### src/rtl/ecu_pkg.sv
// Package: mode codes and widths shared by the capture unit.
// Assumes: mode is a 4-bit field decoded only by this unit.
package ecu_pkg;
    localparam int MODE_W = 4;
    localparam logic [MODE_W-1:0] MODE_OFF   = 4'b0000;
    localparam logic [MODE_W-1:0] MODE_FALL  = 4'b0100;
    localparam logic [MODE_W-1:0] MODE_RISE  = 4'b0101;
    localparam logic [MODE_W-1:0] MODE_DIVA  = 4'b0110;
    localparam logic [MODE_W-1:0] MODE_DIVB  = 4'b0111;
endpackage

### src/rtl/ecu_edge_sync.sv
// Module: synchronises the asynchronous pin and produces one-cycle
// rise/fall pulses. Assumes the pin is stable for at least one clock
// between transitions. Edge history is not cleared by the off mode.
module ecu_edge_sync #(
    parameter int STAGES = 2
) (
    input  logic clk,
    input  logic rst_n,
    input  logic pin_in,
    output logic rise_o,
    output logic fall_o
);
    logic [STAGES-1:0] sync_q;
    logic              prev_q;

    // Purpose: shift the pin through the synchroniser chain.
    generate
        if (STAGES == 1) begin : g_one
            always_ff @(posedge clk) begin
                if (!rst_n) sync_q <= '0;
                else        sync_q <= pin_in;
            end
        end else begin : g_many
            always_ff @(posedge clk) begin
                if (!rst_n) sync_q <= '0;
                else        sync_q <= {sync_q[STAGES-2:0], pin_in};
            end
        end
    endgenerate

    // Purpose: remember the previous synchronised level.
    always_ff @(posedge clk) begin
        if (!rst_n) prev_q <= 1'b0;
        else        prev_q <= sync_q[STAGES-1];
    end

    assign rise_o = sync_q[STAGES-1] & ~prev_q;
    assign fall_o = ~sync_q[STAGES-1] & prev_q;

    // A rise pulse must be followed by a settled high level.
    assert_rise_single_R3: assert property (@(posedge clk) disable iff (!rst_n)
        rise_o |=> !rise_o);
    assert_fall_single_R2: assert property (@(posedge clk) disable iff (!rst_n)
        fall_o |=> !fall_o);
endmodule

### src/rtl/ecu_prescale.sv
// Module: decodes the mode, counts rising edges for the divided modes and
// issues a one-cycle hit when an event qualifies. Assumes the divide
// values fit in CNT_W bits. The count clears on any mode change, and no
// hit is issued in the cycle of the change.
module ecu_prescale
    import ecu_pkg::*;
#(
    parameter int DIV_A = 4,
    parameter int DIV_B = 16,
    parameter int CNT_W = $clog2(DIV_B)
) (
    input  logic              clk,
    input  logic              rst_n,
    input  logic [MODE_W-1:0] mode,
    input  logic              rise,
    input  logic              fall,
    output logic              hit
);
    localparam logic [CNT_W-1:0] TERM_A = CNT_W'(DIV_A - 1);
    localparam logic [CNT_W-1:0] TERM_B = CNT_W'(DIV_B - 1);

    logic [MODE_W-1:0] mode_q;
    logic [CNT_W-1:0]  cnt_q;
    logic              changed;
    logic              div_mode;
    logic [CNT_W-1:0]  term;

    assign changed = (mode != mode_q);

    // Purpose: select the divide terminal for the current mode.
    always_comb begin
        div_mode = 1'b0;
        term     = TERM_A;
        if (mode == MODE_DIVA) begin
            div_mode = 1'b1;
            term     = TERM_A;
        end else if (mode == MODE_DIVB) begin
            div_mode = 1'b1;
            term     = TERM_B;
        end
    end

    // Purpose: decide whether this cycle's edge is a capture event.
    always_comb begin
        hit = 1'b0;
        if (!changed) begin
            unique case (mode)
                MODE_FALL: hit = fall;
                MODE_RISE: hit = rise;
                MODE_DIVA,
                MODE_DIVB: hit = rise && (cnt_q == term);
                default:   hit = 1'b0;
            endcase
        end
    end

    // Purpose: track the previous mode to detect changes.
    always_ff @(posedge clk) begin
        if (!rst_n) mode_q <= MODE_OFF;
        else        mode_q <= mode;
    end

    // Purpose: count qualifying rising edges in the divided modes.
    always_ff @(posedge clk) begin
        if (!rst_n || changed || !div_mode)
            cnt_q <= '0;
        else if (rise)
            cnt_q <= (cnt_q == term) ? '0 : cnt_q + 1'b1;
    end

    assert_hit_needs_edge_R3: assert property (@(posedge clk) disable iff (!rst_n)
        hit |-> (rise || fall));
    assert_diva_bound_R4: assert property (@(posedge clk) disable iff (!rst_n)
        (mode == MODE_DIVA && !changed) |-> (cnt_q <= TERM_A));
    assert_mode_change_clears_R7: assert property (@(posedge clk) disable iff (!rst_n)
        (mode != mode_q) |=> (cnt_q == '0));
    assert_off_no_hit_R6: assert property (@(posedge clk) disable iff (!rst_n)
        (mode == MODE_OFF) |-> !hit);
endmodule

### src/rtl/ecu_flag.sv
// Module: sticky capture flag. It is set one clock after a capture, and
// a set wins over a coincident clear. The off mode clears it.
module ecu_flag (
    input  logic clk,
    input  logic rst_n,
    input  logic off,
    input  logic hit,
    input  logic clr,
    output logic flag
);
    logic hit_q;

    // Purpose: delay the capture event by one clock.
    always_ff @(posedge clk) begin
        if (!rst_n || off) hit_q <= 1'b0;
        else               hit_q <= hit;
    end

    // Purpose: hold the flag, giving priority to set over clear.
    always_ff @(posedge clk) begin
        if (!rst_n || off) flag <= 1'b0;
        else if (hit_q)    flag <= 1'b1;
        else if (clr)      flag <= 1'b0;
    end

    assert_set_after_hit_R8: assert property (@(posedge clk) disable iff (!rst_n)
        (hit && !off) |=> ##1 (flag || off || $past(off)));
    assert_flag_hold_R8: assert property (@(posedge clk) disable iff (!rst_n)
        (flag && !clr && !off) |=> flag);
    assert_set_beats_clear_R9: assert property (@(posedge clk) disable iff (!rst_n)
        (hit_q && clr && !off) |=> flag);
endmodule

### src/rtl/edge_capture_unit.sv
// Module: top of the timer capture unit. It loads timer_val into
// cap_value on a qualifying pin event and raises a sticky flag one clock
// later. Assumes timer_val is synchronous to clk.
module edge_capture_unit
    import ecu_pkg::*;
#(
    parameter int TW      = 16,
    parameter int STAGES  = 2,
    parameter int DIV_A   = 4,
    parameter int DIV_B   = 16
) (
    input  logic              clk,
    input  logic              rst_n,
    input  logic              pin_in,
    input  logic [TW-1:0]     timer_val,
    input  logic [MODE_W-1:0] mode,
    input  logic              flag_clr,
    output logic [TW-1:0]     cap_value,
    output logic              cap_flag
);
    logic rise_w;
    logic fall_w;
    logic hit_w;
    logic off_w;

    assign off_w = (mode == MODE_OFF);

    ecu_edge_sync #(.STAGES(STAGES)) u_sync (
        .clk    (clk),
        .rst_n  (rst_n),
        .pin_in (pin_in),
        .rise_o (rise_w),
        .fall_o (fall_w)
    );

    ecu_prescale #(.DIV_A(DIV_A), .DIV_B(DIV_B)) u_pre (
        .clk   (clk),
        .rst_n (rst_n),
        .mode  (mode),
        .rise  (rise_w),
        .fall  (fall_w),
        .hit   (hit_w)
    );

    ecu_flag u_flag (
        .clk   (clk),
        .rst_n (rst_n),
        .off   (off_w),
        .hit   (hit_w),
        .clr   (flag_clr),
        .flag  (cap_flag)
    );

    // Purpose: capture register, cleared by reset and by the off mode.
    always_ff @(posedge clk) begin
        if (!rst_n || off_w) cap_value <= '0;
        else if (hit_w)      cap_value <= timer_val;
    end

    assert_value_holds_R10: assert property (@(posedge clk) disable iff (!rst_n)
        (!hit_w && !off_w) |=> $stable(cap_value));
    assert_off_clears_R6: assert property (@(posedge clk) disable iff (!rst_n)
        off_w |=> (cap_value == '0 && !cap_flag));
endmodule

### config.mk
export PLATFORM = sky130hd
export DESIGN_NAME = edge_capture_unit
export DESIGN_NICKNAME = d
export VERILOG_FILES = /design/src/rtl/ecu_pkg.sv /design/src/rtl/ecu_edge_sync.sv /design/src/rtl/ecu_prescale.sv /design/src/rtl/ecu_flag.sv /design/src/rtl/edge_capture_unit.sv
export SDC_FILE = /design/constraint.sdc
export NUM_CORES = 1
export LEC_CHECK = 0
export ABC_CLOCK_PERIOD_IN_PS = 1950
export BUFFER_PORTS_ARGS = -buffer_cell sky130_fd_sc_hd__buf_2
export CORE_MARGIN = 5
export CORE_UTILIZATION = 43
export DETAILED_ROUTE_END_ITERATION = 10
export PLACE_DENSITY = 0.73
export REMOVE_ABC_BUFFERS = 1
export SYNTH_ARGS = -nofsm -noshare
export SYNTH_HDL_FRONTEND = slang
export SYNTH_HIERARCHICAL = 1
export SYNTH_SLANG_ARGS = --single-unit
export TNS_END_PERCENT = 5
### constraint.sdc
create_clock -name clk -period 1.95 [get_ports clk]
set_clock_uncertainty 0.05 [all_clocks]
set_input_delay 0.39 -clock clk [delete_from_list [all_inputs] [get_ports clk]]
set_output_delay 0.39 -clock clk [all_outputs]
set_load 0.01 [all_outputs]
Yosys cells after proc, flatten, opt, wreduce, memory -nomap -nowiden
Cells that the tools add are included.
{ "word_totals": {"regBits": 29, "inputBits": 24, "output_inout_bits": 17, "elab_cells": 36} }
{ "classes": {"addsub": 1, "eq_ne": 6, "mux": 9, "bitwise_logic": 4, "reduce_logical": 9} }
{ "ops": {"columns": ["operator", "count"], "rows": [
  ["$eq A4 B3 Y1 const B", 4],
  ["$mux W4", 3],
  ["$mux W1", 5],
  ["$add A4 B1 Y4 const B", 1],
  ["$eq A4 B4 Y1", 1],
  ["$logic_not A4 Y1", 1],
  ["$ne A4 B4 Y1", 1],
  ["$logic_or A1 B1 Y1", 3],
  ["$pmux W1 S3", 1],
  ["$and A1 B1 Y1", 2],
  ["$logic_not A1 Y1", 2],
  ["$not A1 Y1", 2],
  ["$reduce_bool A2 Y1", 1],
  ["$reduce_or A2 Y1", 1],
  ["$logic_and A1 B1 Y1", 1]
]} }

Longest topological paths before layout
Gate-level depths: netlist of run 1.
{ "depth": {"ltp_word": 7, "ltp_mapped": 9, "mapped_depth_nobuf": 6} }

Hierarchy
Netlist of run 1, hierarchy kept.
{ "by_module_without_submodules": {"columns": ["module", "n_inst", "cells_per_inst", "area_per_inst_um2"], "rows": [
  ["edge_capture_unit", 1, 53, 598.1],
  ["ecu_prescale", 1, 40, 397.9],
  ["ecu_edge_sync", 1, 8, 91.3],
  ["ecu_flag", 1, 8, 72.6]
]} }

Worst setup path after synthesis of run 1
Ideal clock, no wire load.
{ "synth_path": {"kind": "register to register", "from": "reg u_pre.cnt_q[2]", "to": "reg cap_value[10]", "arrival_ns": 1.715, "required_time_ns": 1.786, "slack_ns": 0.071, "stages_incl_launch_ff": 8, "path_buffers": 2, "period_less_slack_ns": 1.879, "path_cell_list": "dfxtp_1 or3_1 a211oi_2 o211a_1 buf_2 buf_4 mux2i_1 nor2_1"} }
{ "synth_between": {"elab_chain_len": 4} }
{ "synth_rtl": {"columns": ["element", "line", "text"], "rows": [
  ["start, declared", "ecu_prescale.sv:23", "logic [CNT_W-1:0] cnt_q;"],
  ["start signal, assigned", "ecu_prescale.sv:68", "cnt_q <= (cnt_q == term) ? '0 : cnt_q + 1'b1;"],
  ["$eq A4 B4 Y1", "ecu_prescale.sv:51", "MODE_DIVB: hit = rise && (cnt_q == term);"],
  ["$logic_and A1 B1 Y1", "ecu_prescale.sv:51", null],
  ["$pmux W1 S3", "ecu_prescale.sv:47", "unique case (mode)"],
  ["$mux W1", "ecu_prescale.sv:46", "if (!changed) begin"],
  ["net hit_w", "edge_capture_unit.sv:23", "logic hit_w;"],
  ["end signal, assigned", "edge_capture_unit.sv:57", "else if (hit_w) cap_value <= timer_val;"],
  ["end, declared", "edge_capture_unit.sv:18", "output logic [TW-1:0] cap_value,"]
]} }
The timed path passes the listed nets, and every way through them passes these cells.
A chain may end at the register's enable or synchronous reset.

Worst setup path in the final report of run 1
{ "layout_path": {"from": "reg u_pre.cnt_q[2]", "to": "reg cap_value[0]"} }
The elaborated chain is that of the path after synthesis.

==> results.py, run 1 <==
metrics = {
    "run_status": {
        "outcome": "complete, no violations",
    },
    "detailed_routing": {
        "vias_per_cell": 4.984,
        "vias": 932,
        "dr.pass1.iters": 4,
        "wl_mm": 2.355,
        "drt_iter0_drc": 23,
        "detail-route-antenna-nets": 0,
        "post_drt_wl_per_cell_um": 12.59,
        "drc": 0,
    },
    "layout": {
        "antenna_cells": 0,
        "fin_area_um2": 1496,
        "multiInputGateArea_um2": 539.3,
        "area_growth_syn_to_layout_pct": 29.02,
        "layout-drive-gt1-share_pct": 35.67,
        "final_common_cell": "buf_2",
        "layout.nets": 181,
        "regArea_um2": 580.6,
        "fillers": 225,
        "final_util_pct": 59.33,
        "finalNonFillerCells": 187,
        "mostFrequentLayoutCells": "40 x buf_2, 29 x dfxtp_1, 19 x mux2i_1, 18 x nor2_1, 7 x and2_1",
    },
    "clocking": {
        "clock_latency_ns": 0.31,
        "cts_setup_buffers": 0,
        "cts_resized": 0,
        "cts_made_buffers": 5,
        "cts.clk_slew.worst_paths_ns": 0.09,
        "cts.sinks": 29,
        "clock_path_buffers": 2,
        "cts-root-buf": "clkbuf_4",
        "ctsHoldBuffers": 0,
        "cts_tree": "built",
        "cts-htree-levels": 2,
    },
    "timing": {
        "finalHoldViolCount": 0,
        "setup_violations": 0,
        "fin_ws_ns": 0.1529,
        "fin_setup_tns_ns": 0,
        "rsz0062_at_grt": "no",
        "fmax_ghz": 0.5565,
        "slew_viol_final": 0,
        "tightest_slew_ns": 0.2284,
        "layout_min_cycle_time_ns": 1.797,
        "slew_headroom_pct": 84.74,
        "finalCritPeriodShare_pct": 92.16,
    },
    "grt": {
        "grt_pass1_vias": 974,
        "grt_util_met2_pct": 21.97,
        "grt_pass1_wl_mm": 3.850,
        "grt_busiest_layer": "met2",
        "use_met3_pct": 7.231,
        "grt_util_all_layers_pct": 13.83,
        "grt_overflow": 0,
        "grt_antenna_before_repair": 0,
        "grt_max_degree": 18,
        "grt_util_met1_pct": 15.18,
    },
    "place": {
        "dp.cells": 179,
        "dp_slack_ns": 0.08387,
        "io_buffers": 40,
        "place_area_um2": 1411,
        "hpwlAfterDp_mm": 1.845,
        "routabilityCongestion": 0.7977,
    },
    "synthesis": {
        "synthMuxAreaShare_pct": 16.40,
        "netlist_top_cells_area": "dfxtp_1 50%, mux2i_1 16%, nor2_1 5.8%",
        "ys.flop_type": "dfxtp_1",
        "synth_edf_count": 0,
        "synthesis.area_um2": 1160,
        "yosys.area_share.simple_pct": 20.39,
        "yosys_warnings": 6,
        "synth.top_cell.area_share_pct": 50.05,
        "synth-async-reset-ratio_pct": 0,
        "ys_seq_area_share_pct": 50.05,
        "synth-xor-area-share_pct": 2.265,
        "syn_avg_cell_area_um2": 10.64,
        "synth_seq_cells": 29,
        "synth_top_family_by_area": "simple AND/OR/NAND/NOR gates",
        "synthAdderAreaFrac_pct": 1.079,
        "synth_cell_types": 27,
        "synth_top_area_cell": "dfxtp_1",
        "synth_compound_gate_area_share_pct": 6.365,
        "netlist_instances": 109,
    },
    "setup_path": {
        "crit_path_max_incr_delay_ns": 0.40,
        "critPathArrivalTime_ns": 1.96,
        "r2r-end": "cap_value[0]",
        "worstReg2RegStart": "u_pre/cnt_q[2]",
        "end_kind": "register",
        "path_class": "reg2reg",
        "r2r_cells": 6,
        "critPathMaxFanout": 17,
        "path_delay_family": "simple AND/OR/NAND/NOR gates",
        "slowest_stage": "or3_1",
        "path_cells": "or3_1 -> a211oi_2 -> o211a_1 -> buf_12 -> mux2i_1 -> nor2_1",
        "start_kind": "register",
        "cp.buffers_inverters": 1,
        "r2r_slack_ns": 0.15,
        "cp.required_ns": 2.11,
    },
    "min_path": {
        "hold_depth": 2,
        "hold_start": "pin_in",
        "whs_endpoint": "u_sync/sync_q[0]",
        "min_path_type": "in2reg",
    },
    "floorplan": {
        "core.rowCount": 18,
        "start_util_pct": 45.98,
        "core_um2": 2522,
        "pin_count": 41,
        "dieArea_um2": 3836,
        "die_h_um": 61.94,
        "die_width_um": 61.94,
    },
    "pwr": {
        "p_leak_nw": 0.6403,
        "power_density_nw_per_um2": 777.1,
        "peakVddDrop_v": 0.0006505,
    },
    "run": {
        "maxCapViolCount": 0,
    },
}
-- per-layer routing --
metal  vias to the layer above  wire length (µm)  part of all wire, %
met2                        35              1095                   46
met3                         5               243                   10
li1                        471                 -                    -
met5                         -                 0                    0
met1                       421               974                   41
met4                         0                41                  1.7
-- state kept, by name (all words and copies together) (netlist names) --
register,flops
cap_value,16
u_pre/cnt_q,4
u_pre/mode_q,4
u_sync/sync_q,2
u_flag/flag,1
u_flag/hit_q,1
u_sync/prev_q,1
-- how the worst max path moves through the flow --
| stage | to | depth (start not counted) | slack, ns | startpoint |
|---|---|---|---|---|
| after global routing | cap_value[0] | 6 | 0.04 | u_pre/cnt_q[2] |
| after detailed placement | cap_value[2] | 7 | 0.08 | mode[0] |
| after CTS | cap_value[2] | 6 | 0.14 | u_pre/cnt_q[2] |
| after floorplan | cap_value[0] | 6 | -0.16 | u_sync/sync_q[1] |
| after global placement | cap_value[2] | 7 | 0.13 | mode[0] |
| final | cap_value[0] | 6 | 0.15 | u_pre/cnt_q[2] |
-- power by group --
| part | switching, mW | internal (mW) |
|---|---|---|
| Sequential | 0.00271 | 0.599 |
| Clock | 0.190 | 0.306 |
| Combinational | 0.0314 | 0.0336 |
-- final cells by class --
type	instances	share of cell area [%]
Sequential cell	29	38.80
Tap cell	30	2.508
Timing Repair Buffer	44	16.22
Inverter	3	0.7525
Multi-Input combinational cell	73	36.04
Clock buffer	7	3.679
Clock inverter	1	2.007
-- per-stage QoR --
step / hold slack (ns) / power (mW)
CTS: 0.2092 / 1.179
global placement: 0.3649 / 0.6779
detailed placement: 0.3731 / 0.6810
floorplan: 0.3618 / 0.6384
global route: 0.2130 / 1.220
finish: 0.2248 / 1.163
-- logic make-up (layout without fill, tap and decap cells) --
| kind of cell | Yosys count | after routing |
|---|---|---|
| simple gates | 44 | 44 |
| flops | 29 | 29 |
| mux | 19 | 19 |
| buf+inv | 7 | 55 |
| compound gates | 6 | 6 |
| xor+xnor | 3 | 3 |
| fa+ha+maj | 1 | 1 |
-- synth_stat cells (2+ instances only) --
master and count:
nand2_1 2, nand4_1 3, nor3_1 3, and2_1 7, nand2b_1 2, inv_1 3
xnor2_1 3, buf_2 2, nor2b_1 2, nand4b_1 2, mux2i_1 19, dfxtp_1 29
nor2_1 18
Note: power is estimated with default switching activity, not from simulation.
==> inputs of run 2 (changes only) <==
==> constraint.sdc (replaced) <==
create_clock -name clk -period 1.95 [get_ports clk]
set_clock_uncertainty 0.05 [all_clocks]
set_input_delay 0.2925 -clock clk [delete_from_list [all_inputs] [get_ports clk]]
set_output_delay 0.2925 -clock clk [all_outputs]
set_load 0.01 [all_outputs]
==> run 2 against run 1 <==
  * Highest routed layer unchanged
  * Largest power group unchanged
  * Critical path depth is the same
  * Register-to-register slack gained 0.02 ns
  * Sequential power is essentially flat
  * Cell count is the same
  * Final area shrank 2.3%
  * First-iteration DRC count grew 100%
  * Core utilization shrank 1.3 points
  * Worst hold slack lost 0.085 ns
==> results.py, run 2 (synthesized netlist as in run 1, its figures left out) <==
metrics = {
    "setup_path": {
        "critPathMaxFanout": 17,
        "slowest_stage": "or3_1",
        "cp.buffers_inverters": 1,
        "critPathArrivalTime_ns": 1.93,
        "path_cells": "or3_1 -> a211oi_2 -> o211a_1 -> buf_12 -> mux2i_1 -> nor2_1",
        "cp.required_ns": 2.11,
        "path_delay_family": "simple AND/OR/NAND/NOR gates",
        "start_kind": "register",
        "path_class": "reg2reg",
        "crit_path_max_incr_delay_ns": 0.40,
        "end_kind": "register",
    },
    "timing": {
        "slew_headroom_pct": 84.96,
        "finalHoldViolCount": 0,
        "layout_min_cycle_time_ns": 1.776,
        "finalCritPeriodShare_pct": 91.09,
        "slew_viol_final": 0,
        "tightest_slew_ns": 0.2194,
        "rsz0062_at_grt": "no",
        "fmax_ghz": 0.5630,
        "setup_violations": 0,
        "fin_ws_ns": 0.1738,
        "fin_setup_tns_ns": 0,
    },
    "place": {
        "routabilityCongestion": 0.8360,
        "hpwlAfterDp_mm": 1.786,
        "dp_slack_ns": 0.1851,
        "dp.cells": 179,
        "io_buffers": 40,
    },
    "layout": {
        "layout-drive-gt1-share_pct": 35.67,
        "final_util_pct": 57.99,
        "final_common_cell": "buf_2",
        "largest_register_ffs": 16,
        "reg_top3": "cap_value x16, u_pre/cnt_q x4, u_pre/mode_q x4",
        "finalNonFillerCells": 187,
        "antenna_cells": 0,
        "mostFrequentLayoutCells": "40 x buf_2, 29 x dfxtp_1, 19 x mux2i_1, 18 x nor2_1, 7 x and2_1",
        "layout.nets": 181,
        "area_growth_syn_to_layout_pct": 26.11,
        "top_register": "cap_value",
    },
    "clocking": {
        "cts_made_buffers": 5,
        "cts_tree": "built",
        "cts_resized": 0,
        "ctsHoldBuffers": 0,
        "cts.sinks": 29,
        "cts_setup_buffers": 0,
        "clock_latency_ns": 0.31,
        "cts-root-buf": "clkbuf_4",
        "cts.clk_slew.worst_paths_ns": 0.09,
        "cts-htree-levels": 2,
        "clock_path_buffers": 2,
    },
    "min_path": {
        "min_path_type": "in2reg",
    },
    "detailed_routing": {
        "vias": 958,
        "post_drt_wl_per_cell_um": 12.46,
        "dr.pass1.iters": 4,
        "detail-route-antenna-nets": 0,
        "wl_mm": 2.330,
        "drc": 0,
        "drt_iter0_drc": 47,
        "vias_per_cell": 5.123,
    },
    "floorplan": {
        "pin_count": 41,
        "start_util_pct": 45.98,
        "core.rowCount": 18,
        "core_um2": 2522,
        "die_width_um": 61.94,
        "die_h_um": 61.94,
        "dieArea_um2": 3836,
    },
    "pwr": {
        "power_density_nw_per_um2": 678.3,
        "finalPower_mw": 0.9922,
        "peakVddDrop_v": 0.0006020,
        "p_leak_nw": 0.6268,
    },
    "run_status": {
        "outcome": "complete, no violations",
    },
    "grt": {
        "grt_util_all_layers_pct": 14.55,
        "grt_pass1_vias": 1025,
        "grt_overflow": 0,
        "grt_pass1_wl_mm": 4.153,
        "grt_max_degree": 18,
        "grt_antenna_before_repair": 0,
    },
    "run": {
        "maxCapViolCount": 0,
    },
}
## run 2: cell count changes in the layout (fill, tap and decap cells not counted)
cell,previous run,this run
clkinv_2,0,2
bufinv_16,1,0
clkbuf_8,1,0
## run 2: final timing paths
path | startpoint | endpoint | slack, ns | cells past startpoint
worst max-delay path | u_pre/cnt_q[2] | cap_value[4] | 0.17 | 6
worst min-delay path | pin_in | u_sync/sync_q[0] | 0.14 | 2
worst max register to register | u_pre/cnt_q[2] | cap_value[4] | 0.17 | 6
worst min register to register | u_flag/hit_q | u_flag/flag | 0.39 | 2
## run 2: layout make-up
class | count | area, µm²
tap | 30 | 37.54
clock inverter | 2 | 10.01
clock buffer | 6 | 41.29
fill | 245 | 1060
timing repair buffer | 44 | 242.7
inverter | 3 | 11.26
multi-input combinational | 73 | 539.3
sequential | 29 | 580.6
## run 2: metrics by stage
stage | cell area (µm²) | hold slack [ns]
floorplan | 1131 | 0.3618
global placement | 1411 | 0.3654
detailed placement | 1411 | 0.3792
CTS | 1463 | 0.1306
global route | 1463 | 0.1246
finish | 1463 | 0.1398
## run 2: metal layers
metal	vias up	GRT usage, %	wire length, µm
li1	470	-	-
met4	0	6.061	32
met5	-	0	0
met2	34	24.07	1090
met1	449	16.58	1009
met3	5	5.992	198
## run 2: worst register-to-register path: stages (launching register included)
cell and delay [ns]:
dfxtp_1 0.37, or3_1 0.40, a211oi_2 0.22, o211a_1 0.20, buf_12 0.18, mux2i_1 0.20
nor2_1 0.06
## run 2: power breakdown
part           internal [mW]  total, mW  switching [mW]
registers              0.599      0.601         0.00259
clock network          0.137      0.325           0.188
logic                 0.0336     0.0657          0.0321
total                  0.769      0.992           0.223
